## src/rtl/fwd_pkg.sv

```systemverilog
package fwd_pkg;
  typedef enum logic [1:0] {
    SEL_RF  = 2'b00,
    SEL_MWB = 2'b01,
    SEL_EXM = 2'b10
  } fwd_sel_e;

  localparam int unsigned NOPS = 2;
endpackage

```

## src/rtl/fwd_cmp.sv

```systemverilog
module fwd_cmp
  import fwd_pkg::*;
#(
  parameter int unsigned REG_AW = 5
) (
  input  logic [REG_AW-1:0] src_i,
  input  logic [REG_AW-1:0] exm_rd_i,
  input  logic              exm_we_i,
  input  logic [REG_AW-1:0] mwb_rd_i,
  input  logic              mwb_we_i,
  output fwd_sel_e          sel_o
);
  logic exm_hit, mwb_hit;

  assign exm_hit = exm_we_i && (exm_rd_i != '0) && (exm_rd_i == src_i);
  assign mwb_hit = mwb_we_i && (mwb_rd_i != '0) && (mwb_rd_i == src_i);

  // younger producer first
  always_comb begin
    if (exm_hit)      sel_o = SEL_EXM;
    else if (mwb_hit) sel_o = SEL_MWB;
    else              sel_o = SEL_RF;
  end
endmodule

```

## src/rtl/fwd_mux.sv

```systemverilog
module fwd_mux
  import fwd_pkg::*;
#(
  parameter int unsigned DATA_W = 32
) (
  input  fwd_sel_e          sel_i,
  input  logic [DATA_W-1:0] rf_i,
  input  logic [DATA_W-1:0] exm_i,
  input  logic [DATA_W-1:0] mwb_i,
  output logic [DATA_W-1:0] opnd_o
);
  always_comb begin
    unique case (sel_i)
      SEL_EXM: opnd_o = exm_i;
      SEL_MWB: opnd_o = mwb_i;
      default: opnd_o = rf_i;
    endcase
  end
endmodule

```

## src/rtl/fwd_unit.sv

```systemverilog
module fwd_unit
  import fwd_pkg::*;
#(
  parameter int unsigned DATA_W = 32,
  parameter int unsigned REG_AW = 5
) (
  input  logic              clk_i,
  input  logic              rst_ni,
  input  logic [REG_AW-1:0] ex_rs_i,
  input  logic [REG_AW-1:0] ex_rt_i,
  input  logic [DATA_W-1:0] rf_rs_data_i,
  input  logic [DATA_W-1:0] rf_rt_data_i,
  input  logic [REG_AW-1:0] exm_rd_i,
  input  logic              exm_we_i,
  input  logic [DATA_W-1:0] exm_data_i,
  input  logic [REG_AW-1:0] mwb_rd_i,
  input  logic              mwb_we_i,
  input  logic [DATA_W-1:0] mwb_data_i,
  output logic [1:0]        fwd_a_o,
  output logic [1:0]        fwd_b_o,
  output logic [DATA_W-1:0] alu_a_o,
  output logic [DATA_W-1:0] alu_b_o,
  output logic [DATA_W-1:0] alu_a_q_o,
  output logic [DATA_W-1:0] alu_b_q_o
);
  logic [REG_AW-1:0] src    [NOPS];
  logic [DATA_W-1:0] rf_val [NOPS];
  logic [DATA_W-1:0] opnd   [NOPS];
  logic [DATA_W-1:0] opnd_q [NOPS];
  fwd_sel_e          sel    [NOPS];

  assign src[0]    = ex_rs_i;
  assign src[1]    = ex_rt_i;
  assign rf_val[0] = rf_rs_data_i;
  assign rf_val[1] = rf_rt_data_i;

  for (genvar g = 0; g < NOPS; g++) begin : g_op
    fwd_cmp #(.REG_AW(REG_AW)) u_cmp (
      .src_i    (src[g]),
      .exm_rd_i (exm_rd_i),
      .exm_we_i (exm_we_i),
      .mwb_rd_i (mwb_rd_i),
      .mwb_we_i (mwb_we_i),
      .sel_o    (sel[g])
    );

    fwd_mux #(.DATA_W(DATA_W)) u_mux (
      .sel_i  (sel[g]),
      .rf_i   (rf_val[g]),
      .exm_i  (exm_data_i),
      .mwb_i  (mwb_data_i),
      .opnd_o (opnd[g])
    );

    always_ff @(posedge clk_i or negedge rst_ni) begin
      if (!rst_ni) opnd_q[g] <= '0;
      else         opnd_q[g] <= opnd[g];
    end
  end

  assign fwd_a_o   = sel[0];
  assign fwd_b_o   = sel[1];
  assign alu_a_o   = opnd[0];
  assign alu_b_o   = opnd[1];
  assign alu_a_q_o = opnd_q[0];
  assign alu_b_q_o = opnd_q[1];

  AST_EXM_TO_A: assert property (@(posedge clk_i) disable iff (!rst_ni)
    (exm_we_i && exm_rd_i != '0 && exm_rd_i == ex_rs_i) |-> (fwd_a_o == 2'b10 && alu_a_o == exm_data_i));
  AST_MWB_TO_A: assert property (@(posedge clk_i) disable iff (!rst_ni)
    (!(exm_we_i && exm_rd_i == ex_rs_i) && mwb_we_i && mwb_rd_i != '0 && mwb_rd_i == ex_rs_i)
      |-> (fwd_a_o == 2'b01 && alu_a_o == mwb_data_i));
  AST_NO_WE_RF: assert property (@(posedge clk_i) disable iff (!rst_ni)
    (!exm_we_i && !mwb_we_i) |-> (alu_a_o == rf_rs_data_i && alu_b_o == rf_rt_data_i));
  AST_ZERO_SRC: assert property (@(posedge clk_i) disable iff (!rst_ni)
    (ex_rs_i == '0) |-> (fwd_a_o == 2'b00 && alu_a_o == rf_rs_data_i));
  AST_EXM_TO_B: assert property (@(posedge clk_i) disable iff (!rst_ni)
    (exm_we_i && exm_rd_i != '0 && exm_rd_i == ex_rt_i) |-> (fwd_b_o == 2'b10 && alu_b_o == exm_data_i));
  AST_SEL_LEGAL: assert property (@(posedge clk_i) disable iff (!rst_ni)
    (fwd_a_o != 2'b11 && fwd_b_o != 2'b11));
  AST_OREG_A: assert property (@(posedge clk_i) disable iff (!rst_ni)
    $past(rst_ni) |-> ##1 (alu_a_q_o == $past(alu_a_o)));
  AST_OREG_B: assert property (@(posedge clk_i) disable iff (!rst_ni)
    $past(rst_ni) |-> ##1 (alu_b_q_o == $past(alu_b_o)));
endmodule

```

## config.mk

```make
export PLATFORM = sky130hd
export DESIGN_NAME = fwd_unit
export DESIGN_NICKNAME = d
export VERILOG_FILES = /design/src/rtl/fwd_pkg.sv /design/src/rtl/fwd_cmp.sv /design/src/rtl/fwd_mux.sv /design/src/rtl/fwd_unit.sv
export SDC_FILE = /design/constraint.sdc
export NUM_CORES = 1
export LEC_CHECK = 0
export BUFFER_PORTS_ARGS = -buffer_cell sky130_fd_sc_hd__buf_2
export CAP_MARGIN = 20
export CORE_ASPECT_RATIO = 0.6
export CORE_MARGIN = 5
export CORE_UTILIZATION = 30
export CTS_BUF_LIST = sky130_fd_sc_hd__clkbuf_4
export DETAILED_ROUTE_END_ITERATION = 10
export MAX_ROUTING_LAYER = met4
export PLACE_DENSITY = 0.66
export SETUP_SLACK_MARGIN = 0.4
export SLEW_MARGIN = 20
export SYNTH_ARGS = -nofsm -noshare
export SYNTH_HDL_FRONTEND = slang
export SYNTH_HIERARCHICAL = 1
export SYNTH_SLANG_ARGS = --single-unit
```

## constraint.sdc

```tcl
create_clock -name clk_i -period 4.61 [get_ports clk_i]
set_input_delay 1.383 -clock clk_i [delete_from_list [all_inputs] [get_ports clk_i]]
set_output_delay 1.383 -clock clk_i [all_outputs]
set_load 0.01 [all_outputs]
```

==> results by group, run 1 <==
Clock tree
  – Num CTS Buffers: 9
  – CTS Buffer Depth: 2
  – H-tree Lvls: 3
  – Clk pin slew, worst setup/hold paths: 0.12 ns
  – Hold buffers post-CTS: 0
  – CTS tree: built
  – # clock sinks: 64
  – Root Driver: clkbuf_4

Pwr
  – Switch Pwr: 509 uW
  – Combinational Power Share: around a third
  – Flop pwr share: 36.5%
  – Net Sw Frac: 30.6%
  – Cell-internal power: roughly 1200 uW
  – Clock Power Share: 30.3%
  – Worst vdd ir: 0.155 mV
  – Pwr per Cell Area: 212 mW/mm2
  – Tot Pwr: 1660 uW
  – Static Leak: 0.00352 uW

Logic synthesis
  – Largest family of logic cells by synthesized area: compound AO/OA/AOI/OAI gates
  – Post-Syn Nets: ~490
  – #FFs+latches synth: 64
  – Fraction of registers with async set/reset: 100%
  – Count leader, synth: nand2_1
  – Yosys warnings: 6
  – Post-synth top cells: 68 x nand2_1, 64 x a22oi_1, 64 x dfrtp_1, 60 x o21ai_1, 20 x buf_2
  – Netlist Area Pre-Place: 0.00319 mm2
  – Top-area cell type share of the netlist area: 50.2%
  – Post-Synth XOR/XNOR Area: 4.39%
  – Compound-Gate Fraction of Synth Area: between 20% and 30%
  – Adder-Cell Fraction of Synth Area: 1.57%
  – Leading area contributor after synthesis: dfrtp_1
  – Top cells by area, synth: dfrtp_1 50%, a22oi_1 15%, o21ai_1 9.4%, nand2_1 8.0%, buf_2 3.1%
  – Gate Count Post-Synth: about 330
  – Number of synthesized flops with an enable pin: 0
  – Mean Syn Cell Area: 9.62 um2
  – Main flop type after synthesis: dfrtp_1
  – Seq/Total Area, Yosys: 50.2%
  – Simple-gate portion of the synthesized area: 10.5%
  – Post-synthesis mux area share: 0%
  – Netlist cell types: 20

GRT
  – Total global routing overflow: 0
  – First-pass GRT wire length: between 20000 and 30000 um
  – Largest net degree at the start of global routing: 35
  – Vias in the first global route: about 4700
  – GR Util All Layers: 26.7%
  – Initial antenna violation count: 0

Worst setup path
  – Critical path's slowest cell: a211oi_4
  – Data required, critical path: 3.23 ns
  – Crit path max fanout: 10
  – Critical path endpoint category: output port
  – Slowest stage delay, CP: 0.33 ns
  – Crit path cell chain: buf_2 > xnor2_2 > nand3_2 > a211oi_4 > nor3_4 > buf_4 > ha_4 > buf_12 > buf_4 > a22oi_2 > o21ai_4 > buf_6
  – Setup CP Type: primary input to output port
  – Cell repeated most along the worst path: buf_4
  – Critical path startpoint category: primary input
  – Arrival time of the worst setup path: 3.32 ns

Routing
  – Routed vias/inst: ~5.2
  – Detailed Route Iter0 Violations: 129
  – Highest routed layer: met4
  – WL met3: ~1600 um
  – Post-Route M1 WL: between 6000 and 7000 um
  – Routed len/inst: 21.5 um
  – Detailed-router iteration count before antenna repair: 4
  – Total number of vias: 4426
  – Met2 routed WL: just under 10000 um
  – Remaining DRCs: 0
  – Final WL: 18300 um
  – Antenna-violating nets left: 0

Placement
  – Gp weighted congestion: 0.864
  – Final HPWL DP: 12100 um
  – Place WS: -0.144 ns
  – Port Buf Inserts: around 280

STA
  – Least-Margin Pin Slew: 0.770 ns
  – Fin worst setup slack: -0.0961 ns
  – RSZ-0062 raised after global routing: yes
  – Rel. slew slack: between 40 and 50%
  – Final setup viols: 22
  – Number of hold violations in the final report: 0
  – Tcrit/Tclk final: 102%
  – Minimum clock period: 4.71 ns
  – Pins over their slew limit: 0
  – F_max: 212 MHz

Final layout
  – Area grow syn2layout: 146%
  – Layout cells sized above 1: 82.2%
  – Storage cell area: 0.00160 mm2
  – NumNets Final: 863
  – Filler cells: 718
  – # diodes: 0
  – Area of the multi-input gates: 0.00270 mm2

Floorplanning
  – Die Area: between 0.01 and 0.015 mm2
  – Die H: 89.9 um
  – Initial Util: slightly above 30%
  – Core area: 0.0105 mm2
  – Row count: 29
  – Die width: 143 um
  – Ports: 284

Job
  – # Max-Cap Violations: 0

Min path
  – Min-Delay Path Class: primary input to asynchronous set/reset pin

Status
  – Run status: finished, violations left
  – Failing checks: negative setup slack
cell type report:
class	instances	share of cell area (%)
clock buffers	10	0.957
well taps	139	2.22
inverters	4	0.191
repair buffers	392	40.4
flip-flops and latches	64	20.4
multi-input cells	236	34.4
clock inverters	6	1.37
logic make-up (layout without fill, tap and decap cells):
family          after synthesis  after routing
simple gates                 82             82
buf+inv                      32            412
xor+xnor                     16             16
fa+ha+maj                     4              4
compound gates              134            134
flops                        64             64
power by group through the flow:
stage | Sequential, uW | Clock (uW) | Combinational (uW)
after floorplan | 638 | 0 | 169
after global placement | 615 | 0 | 391
after detailed placement | 617 | 0 | 397
after CTS | 606 | 512 | 497
after global routing | 610 | 538 | 584
final | 607 | 505 | 552
sequential cells by signal, indices dropped and copies added (netlist names):
signal	count
alu_a_q_o	32
alu_b_q_o	32
final timing paths:
kind / from / endpoint / slack [ns] / cells after the start
hold / removal: rst_ni / alu_a_q_o[0] / 1.00 / 1
max in group asynchronous: rst_ni / alu_b_q_o[9] / 2.60 / 2
setup / recovery: ex_rt_i[2] / alu_b_o[9] / -0.1 / 12
min in group clk_i: rf_rs_data_i[30] / alu_a_q_o[30] / 1.17 / 3
layout by cell type (no fill, tap or decap), drive strengths merged, types with 6 or more instances in the layout:
cell / n
xnor2: 10
buf: 388
a22oi: 64
nand2: 68
dfrtp: 64
clkbuf: 14
nor3: 6
xor2: 6
o21ai: 64
critical path: cells and delay by family:
family / cells / cell delay (ns)
and+or+nand+nor: 2 / 0.18
adders and majority gates: 1 / 0.19
buffers and inverters: 5 / 0.70
AOI/OAI and AO/OA: 3 / 0.67
xor gates and xnor gates: 1 / 0.18
per-layer routing:
layer  track usage, %  vias up
met5                -        -
met4             5.62        0
met3             8.75       36
met2             46.8      224
met1             29.8     2206
li1                 -     1960
stage by stage:
step / setup TNS (ns) / util, % / std cells / hold WS (ns) / area, um2
after floorplan: 0 / - / 332 / 1.09 / 4100
after CTS: -0.0410 / 69.3 / 825 / 1.01 / 7270
after detailed placement: -4.00 / 55.7 / 772 / 1.49 / 5840
final: -0.596 / 74.8 / 851 / 1.00 / 7850
after global placement: -0.814 / 55.7 / 772 / 1.47 / 5840
after global routing: -4.57 / 74.8 / 851 / 1.03 / 7850
what timing repair did:
item | CTS | global route
pin swaps | 25 | 23
cloned | 7 | 5
resized for setup | 173 | 64
endpoints found under the setup margin | 64 | 64
setup buffers | 30 | 21
Note: power is estimated with default switching activity, not from simulation.
==> run 2: changes to the inputs <==
--- a/config.mk
+++ b/config.mk
@@ -13,10 +13,8 @@
 export CTS_BUF_LIST = sky130_fd_sc_hd__clkbuf_4
 export DETAILED_ROUTE_END_ITERATION = 10
 export MAX_ROUTING_LAYER = met4
-export PLACE_DENSITY = 0.66
 export SETUP_SLACK_MARGIN = 0.4
 export SLEW_MARGIN = 20
 export SYNTH_ARGS = -nofsm -noshare
 export SYNTH_HDL_FRONTEND = slang
-export SYNTH_HIERARCHICAL = 1
 export SYNTH_SLANG_ARGS = --single-unit
==> run 2 against run 1 <==
- critical path depth fell by 3
- the run now ends clean
- setup slack better by 0.18 ns
- die area increased by 22%
- highest routed layer unchanged
- synthesized cell count is 38% higher
- via count grew 25%
- sequential power up 1%
- routed wire length rose by 24%
- critical endpoint is now alu_a_o[8]
- largest cell class unchanged
- non-clock buffer count decreased by 13
- clock-buffer cell count fell by 1
- clock power down 9.1%
==> results by group, run 2 <==
GRT
  – Total global routing overflow: 0
  – Vias in the first global route: approximately 5700
  – GR Util All Layers: 28.2%
  – Largest net degree at the start of global routing: 50
  – First-pass GRT wire length: 32900 um
  – Initial antenna violation count: 3

Final layout
  – Area of the multi-input gates: 0.00265 mm2
  – Layout cells sized above 1: 60.8%
  – Most common cell after layout, fill and taps aside: buf_2
  – Most frequent cells in the layout: 272 x buf_2, 64 x dfrtp_1, 60 x o31ai_1
  – Storage cell area: 0.00160 mm2
  – Area grow syn2layout: 88.9%
  – NumNets Final: roughly 940
  – Filler cells: between 1000 and 1500

Clock tree
  – H-tree Lvls: 3
  – # clock sinks: 64
  – Clk pin slew, worst setup/hold paths: 0.13 ns
  – CTS tree: built
  – Root Driver: clkbuf_4
  – Num CTS Buffers: 9
  – CTS Buffer Depth: 2

Pwr
  – Net Sw Frac: between 30% and 40%
  – Static Leak: 0.00339 uW
  – Pwr per Cell Area: 239 mW/mm2
  – Cell-internal power: 1130 uW
  – Worst vdd ir: 0.131 mV
  – Combinational Power Share: approximately 40%
  – Flop pwr share: approximately 34%
  – Switch Pwr: 655 uW
  – Clock Power Share: 25.7%

Placement
  – Final HPWL DP: 15100 um
  – Port Buf Inserts: between 200 and 300
  – Gp weighted congestion: 0.935

STA
  – Tcrit/Tclk final: 98.1%
  – Post-Route Setup TNS: 0 ns
  – Final setup viols: 0
  – Least-Margin Pin Slew: 0.753 ns
  – Minimum clock period: 4.52 ns
  – Number of hold violations in the final report: 0
  – WHS: 0.975 ns
  – F_max: 221 MHz
  – Pins over their slew limit: 0
  – RSZ-0062 raised after global routing: yes
  – Rel. slew slack: approximately half

Worst setup path
  – Setup CP Type: primary input to output port
  – Crit path max fanout: 5
  – Critical path's slowest cell: or4_4
  – Worst Path Buf+Inv: 5
  – Crit path cell chain: buf_8 > or4_4 > o211ai_4 > buf_6 > buf_12 > buf_16 > nor3_1 > a31oi_1 > buf_2
  – Arrival time of the worst setup path: 3.14 ns
  – Critical path startpoint category: primary input
  – Data required, critical path: roughly 3.2 ns
  – Cell family with most CP delay: buffers and inverters
  – Slowest stage delay, CP: 0.57 ns
  – Critical path endpoint category: output port

Routing
  – Total number of vias: 5525
  – Routed len/inst: ~24 um
  – Remaining DRCs: 0
  – Final WL: 22700 um
  – Routed vias/inst: about 5.7
  – Detailed Route Iter0 Violations: 452
  – Detailed-router iteration count before antenna repair: 5
  – Antenna-violating nets left: 0

Logic synthesis
  – Post-Syn Nets: 609
  – #FFs+latches synth: 64
  – Number of synthesized flops with an enable pin: 0
  – Main flop type after synthesis: dfrtp_1
  – Netlist Area Pre-Place: just under 0.004 mm2
  – Yosys warnings: 0
  – Mean Syn Cell Area: 8.68 um2
  – Netlist cell types: 27
  – Seq/Total Area, Yosys: around two fifths
  – Top-area cell type share of the netlist area: about two fifths
  – Top cells by area, synth: dfrtp_1 40%, o31ai_1 12%, a31oi_1 9.9%, nor3_1 8.1%, or4_1 5.9%
  – Gate Count Post-Synth: approximately 460
  – Post-synth top cells: 64 x dfrtp_1, 64 x nor3_1, 63 x a31oi_1, 63 x o31ai_1, 41 x clkbuf_1
  – Fraction of registers with async set/reset: between 90% and 100%
  – Leading area contributor after synthesis: dfrtp_1

Floorplanning
  – Die H: slightly below 100 um
  – Die width: 158 um
  – Core area: 0.0129 mm2
  – Ports: 284
  – Die Area: 0.0157 mm2
  – Row count: 32
  – Initial Util: 30.8%

Job
  – # Max-Cap Violations: 0

Status
  – Run status: completed

Min path
  – Min-Delay Path Class: primary input to asynchronous set/reset pin
-- run 2: cell types whose count changed after synthesis, moves of 41 or more --
cell and change:
o21ai_1 -60, nand2_1 -67, nor3_1 +60, a31oi_1 +63, o31ai_1 +63, clkbuf_1 +41
a22oi_1 -64
-- run 2: layer usage --
layer | wire (um) | GRT usage (%) | up-vias
li1 | - | - | 2436
met5 | 0 | - | -
met1 | 9240 | 36.7 | 2652
met2 | 10600 | 44.4 | 386
met3 | 2350 | 6.27 | 51
met4 | 524 | 7.60 | 0
-- run 2: layout make-up --
| cell class | instances | share of cell area (%) |
|---|---|---|
| antenna | 3 | 0.100 |
| clock buffer | 9 | 0.902 |
| clock inverter | 6 | 1.14 |
| inverter | 35 | 1.87 |
| multi-input combinational | 295 | 35.3 |
| sequential | 64 | 21.4 |
| tap | 170 | 2.84 |
| timing repair buffer | 379 | 36.4 |
-- run 2: final timing paths --
path	slack (ns)	from	endpoint	depth (start not counted)
min in group clk_i	1.24	rf_rs_data_i[31]	alu_a_q_o[31]	3
max	0.09	exm_rd_i[3]	alu_a_o[8]	9
min	0.98	rst_ni	alu_a_q_o[10]	1
max in group asynchronous	2.92	rst_ni	alu_a_q_o[21]	2
-- run 2: per-stage QoR --
stage / power (uW) / std cells / setup slack (ns) / util [%] / cell area [um2]
final: 1790 / 961 / 0.0866 / 58.1 / 7490
after global routing: 1870 / 961 / 0.0286 / 58.1 / 7490
after CTS: 1740 / 939 / 0.0877 / 53.8 / 6940
after detailed placement: 1130 / 878 / 0.0201 / 44.2 / 5690
after global placement: 1130 / 878 / 0.0421 / 44.2 / 5690
after floorplan: 848 / 457 / 0.440 / - / 3970
-- run 2: logic make-up (layout without fill, tap and decap cells) --
logic type             after synthesis  count (layout)  share of synthesized area (%)
AO/OA/AOI/OAI                      132             133                           23.4
XOR/XNOR                            20              20                           4.42
buffers and inverters               99             429                           10.2
flip-flops                          64              64                           40.4
other                                0               3                              0
AND/OR/NAND/NOR                    142             142                           21.6
-- run 2: what timing repair did --
action | CTS | global route
gates cloned | 13 | 0
resized for setup | 94 | 70
pin swaps | 28 | 24
endpoints found under the setup margin | 67 | 67
buffers inserted | 33 | 19
hold buffers | 0 | 0
-- run 2: power groups by stage --
stage / logic, uW / clock network, uW / registers (uW)
5_1_grt: 758 / 492 / 618
4_1_cts: 660 / 467 / 613
2_1_floorplan: 199 / 0 / 648
6_report: 717 / 459 / 613
3_3_place_gp: 507 / 0 / 623
3_5_place_dp: 508 / 0 / 624
==> run 3: changes to the inputs <==
--- a/config.mk
+++ b/config.mk
@@ -13,7 +13,6 @@
 export CTS_BUF_LIST = sky130_fd_sc_hd__clkbuf_4
 export DETAILED_ROUTE_END_ITERATION = 10
 export MAX_ROUTING_LAYER = met4
-export SETUP_SLACK_MARGIN = 0.4
 export SLEW_MARGIN = 20
 export SYNTH_ARGS = -nofsm -noshare
 export SYNTH_HDL_FRONTEND = slang
==> run 3 against run 2 <==
- largest power group is now registers
- highest routed layer unchanged
- non-clock buffer count down 64
- final area down 21%
- global-route usage down 2.8 points
==> results by group, run 3 (synthesis gave the netlist of run 2 again) <==
Final layout
  – Area of the multi-input gates: between 0.002 and 0.0025 mm2
  – Area grow syn2layout: 48.5%
  – Most frequent cells in the layout: 282 x buf_2, 64 x dfrtp_1, 63 x o31ai_1, 63 x nor3_1, 62 x a31oi_1
  – Storage cell area: 0.00160 mm2
  – Non-filler cells in the finished layout: approximately 900
  – Filler cells: 1325
  – Most common cell after layout, fill and taps aside: buf_2
  – Layout cells sized above 1: between 40% and 50%
  – NumNets Final: 872

Job
  – # Max-Cap Violations: 0

Worst setup path
  – Critical path's slowest cell: or4_4
  – Critical path endpoint category: output port
  – Arrival time of the worst setup path: 3.16 ns
  – Data required, critical path: around 3.2 ns
  – Crit path max fanout: 19
  – Crit path cell chain: buf_2 > or4_4 > o211ai_4 > buf_4 > nor3_1 > a31oi_1 > buf_2
  – Setup CP Type: primary input to output port
  – Worst Path Buf+Inv: 3
  – Cell family with most CP delay: simple AND/OR/NAND/NOR gates
  – Critical path startpoint category: primary input
  – WP depth: 7
  – Cell repeated most along the worst path: buf_2
  – Slowest stage delay, CP: around 0.58 ns

Routing
  – Detailed Route Iter0 Violations: 413
  – Met2 routed WL: 9580 um
  – Antenna-violating nets left: 0
  – Highest routed layer: met4
  – WL met3: 2050 um
  – Final WL: 20300 um
  – Post-Route M1 WL: 8370 um
  – Total number of vias: about 5100
  – Remaining DRCs: 0
  – Routed vias/inst: between 5 and 6
  – Detailed-router iteration count before antenna repair: 5
  – Routed len/inst: 22.7 um

GRT
  – GR Util All Layers: 25.4%
  – Largest net degree at the start of global routing: 50
  – First-pass GRT wire length: 30100 um
  – Total global routing overflow: 0
  – Initial antenna violation count: 2
  – Vias in the first global route: 5256

Min path
  – Min-Delay Path Class: primary input to asynchronous set/reset pin

Floorplanning
  – Core area: approximately 0.013 mm2
  – Die Area: approximately 0.016 mm2
  – Row count: 32
  – Die H: 99.1 um
  – Initial Util: 30.8%
  – Ports: 284
  – Die width: around 160 um

Pwr
  – Static Leak: 0.00268 uW
  – Worst vdd ir: 0.118 mV
  – Pwr per Cell Area: 268 mW/mm2

Status
  – Run status: completed

Clock tree
  – Clk pin slew, worst setup/hold paths: 0.13 ns
  – H-tree Lvls: 3
  – CTS Buffer Depth: 2
  – Root Driver: clkbuf_4
  – Num CTS Buffers: 9
  – CTS tree: built
  – # clock sinks: 64

STA
  – Fin worst setup slack: around 0.07 ns
  – Number of hold violations in the final report: 0
  – Final setup viols: 0
  – Pins over their slew limit: 0
  – Minimum clock period: 4.54 ns
  – F_max: 220 MHz
  – WHS: between 0.9 and 1 ns
  – Least-Margin Pin Slew: 0.676 ns
  – Post-Route Setup TNS: 0 ns
  – RSZ-0062 raised after global routing: no
  – Rel. slew slack: 54.9%
  – Tcrit/Tclk final: roughly 100%

Placement
  – Port Buf Inserts: around 280
  – Gp weighted congestion: about 0.93
  – Place WS: between 0.02 and 0.025 ns
  – Final HPWL DP: approximately 15000 um
  – Placed cells: 878
[run 3: routing by layer]
layer	vias to the layer above	track usage (%)
met5	-	-
met2	343	41.3
met1	2467	32.8
met3	36	5.18
met4	0	5.24
li1	2302	-
[run 3: per-stage QoR]
step	total power, uW	cell area (um2)	util [%]
after floorplan	848	3970	-
after global placement	1130	5690	44.2
after detailed placement	1130	5690	44.2
after CTS	1590	5850	45.3
after global routing	1660	5890	45.7
final	1580	5890	45.7
[run 3: how the worst max path moves through the flow]
stage	to	from
6_report	alu_b_o[7]	exm_rd_i[0]
5_1_grt	alu_a_o[6]	exm_rd_i[0]
4_1_cts	fwd_a_o[0]	exm_rd_i[2]
3_5_place_dp	alu_a_o[7]	mwb_rd_i[4]
3_3_place_gp	alu_a_o[6]	mwb_rd_i[4]
2_1_floorplan	alu_a_o[10]	exm_rd_i[2]
[run 3: what timing repair did]
item	CTS	global route
hold buffers	0	0
buffers inserted	0	0
endpoints found under the setup margin	0	34
resized for setup	0	6
[run 3: cell type report]
type                    instances  area share, %
clock buffers                   9           1.15
multi-input cells             295           34.7
diodes                          2         0.0849
inverters                      35           2.23
well taps                     170           3.61
clock inverters                 6           1.44
flip-flops and latches         64           27.2
repair buffers                315           29.6
[run 3: power breakdown]
part | switching [uW] | total, uW | internal (uW)
clock network | 238 | 453 | 215
registers | 10.7 | 613 | 602
logic | 323 | 515 | 192
total | 571 | 1580 | 1010
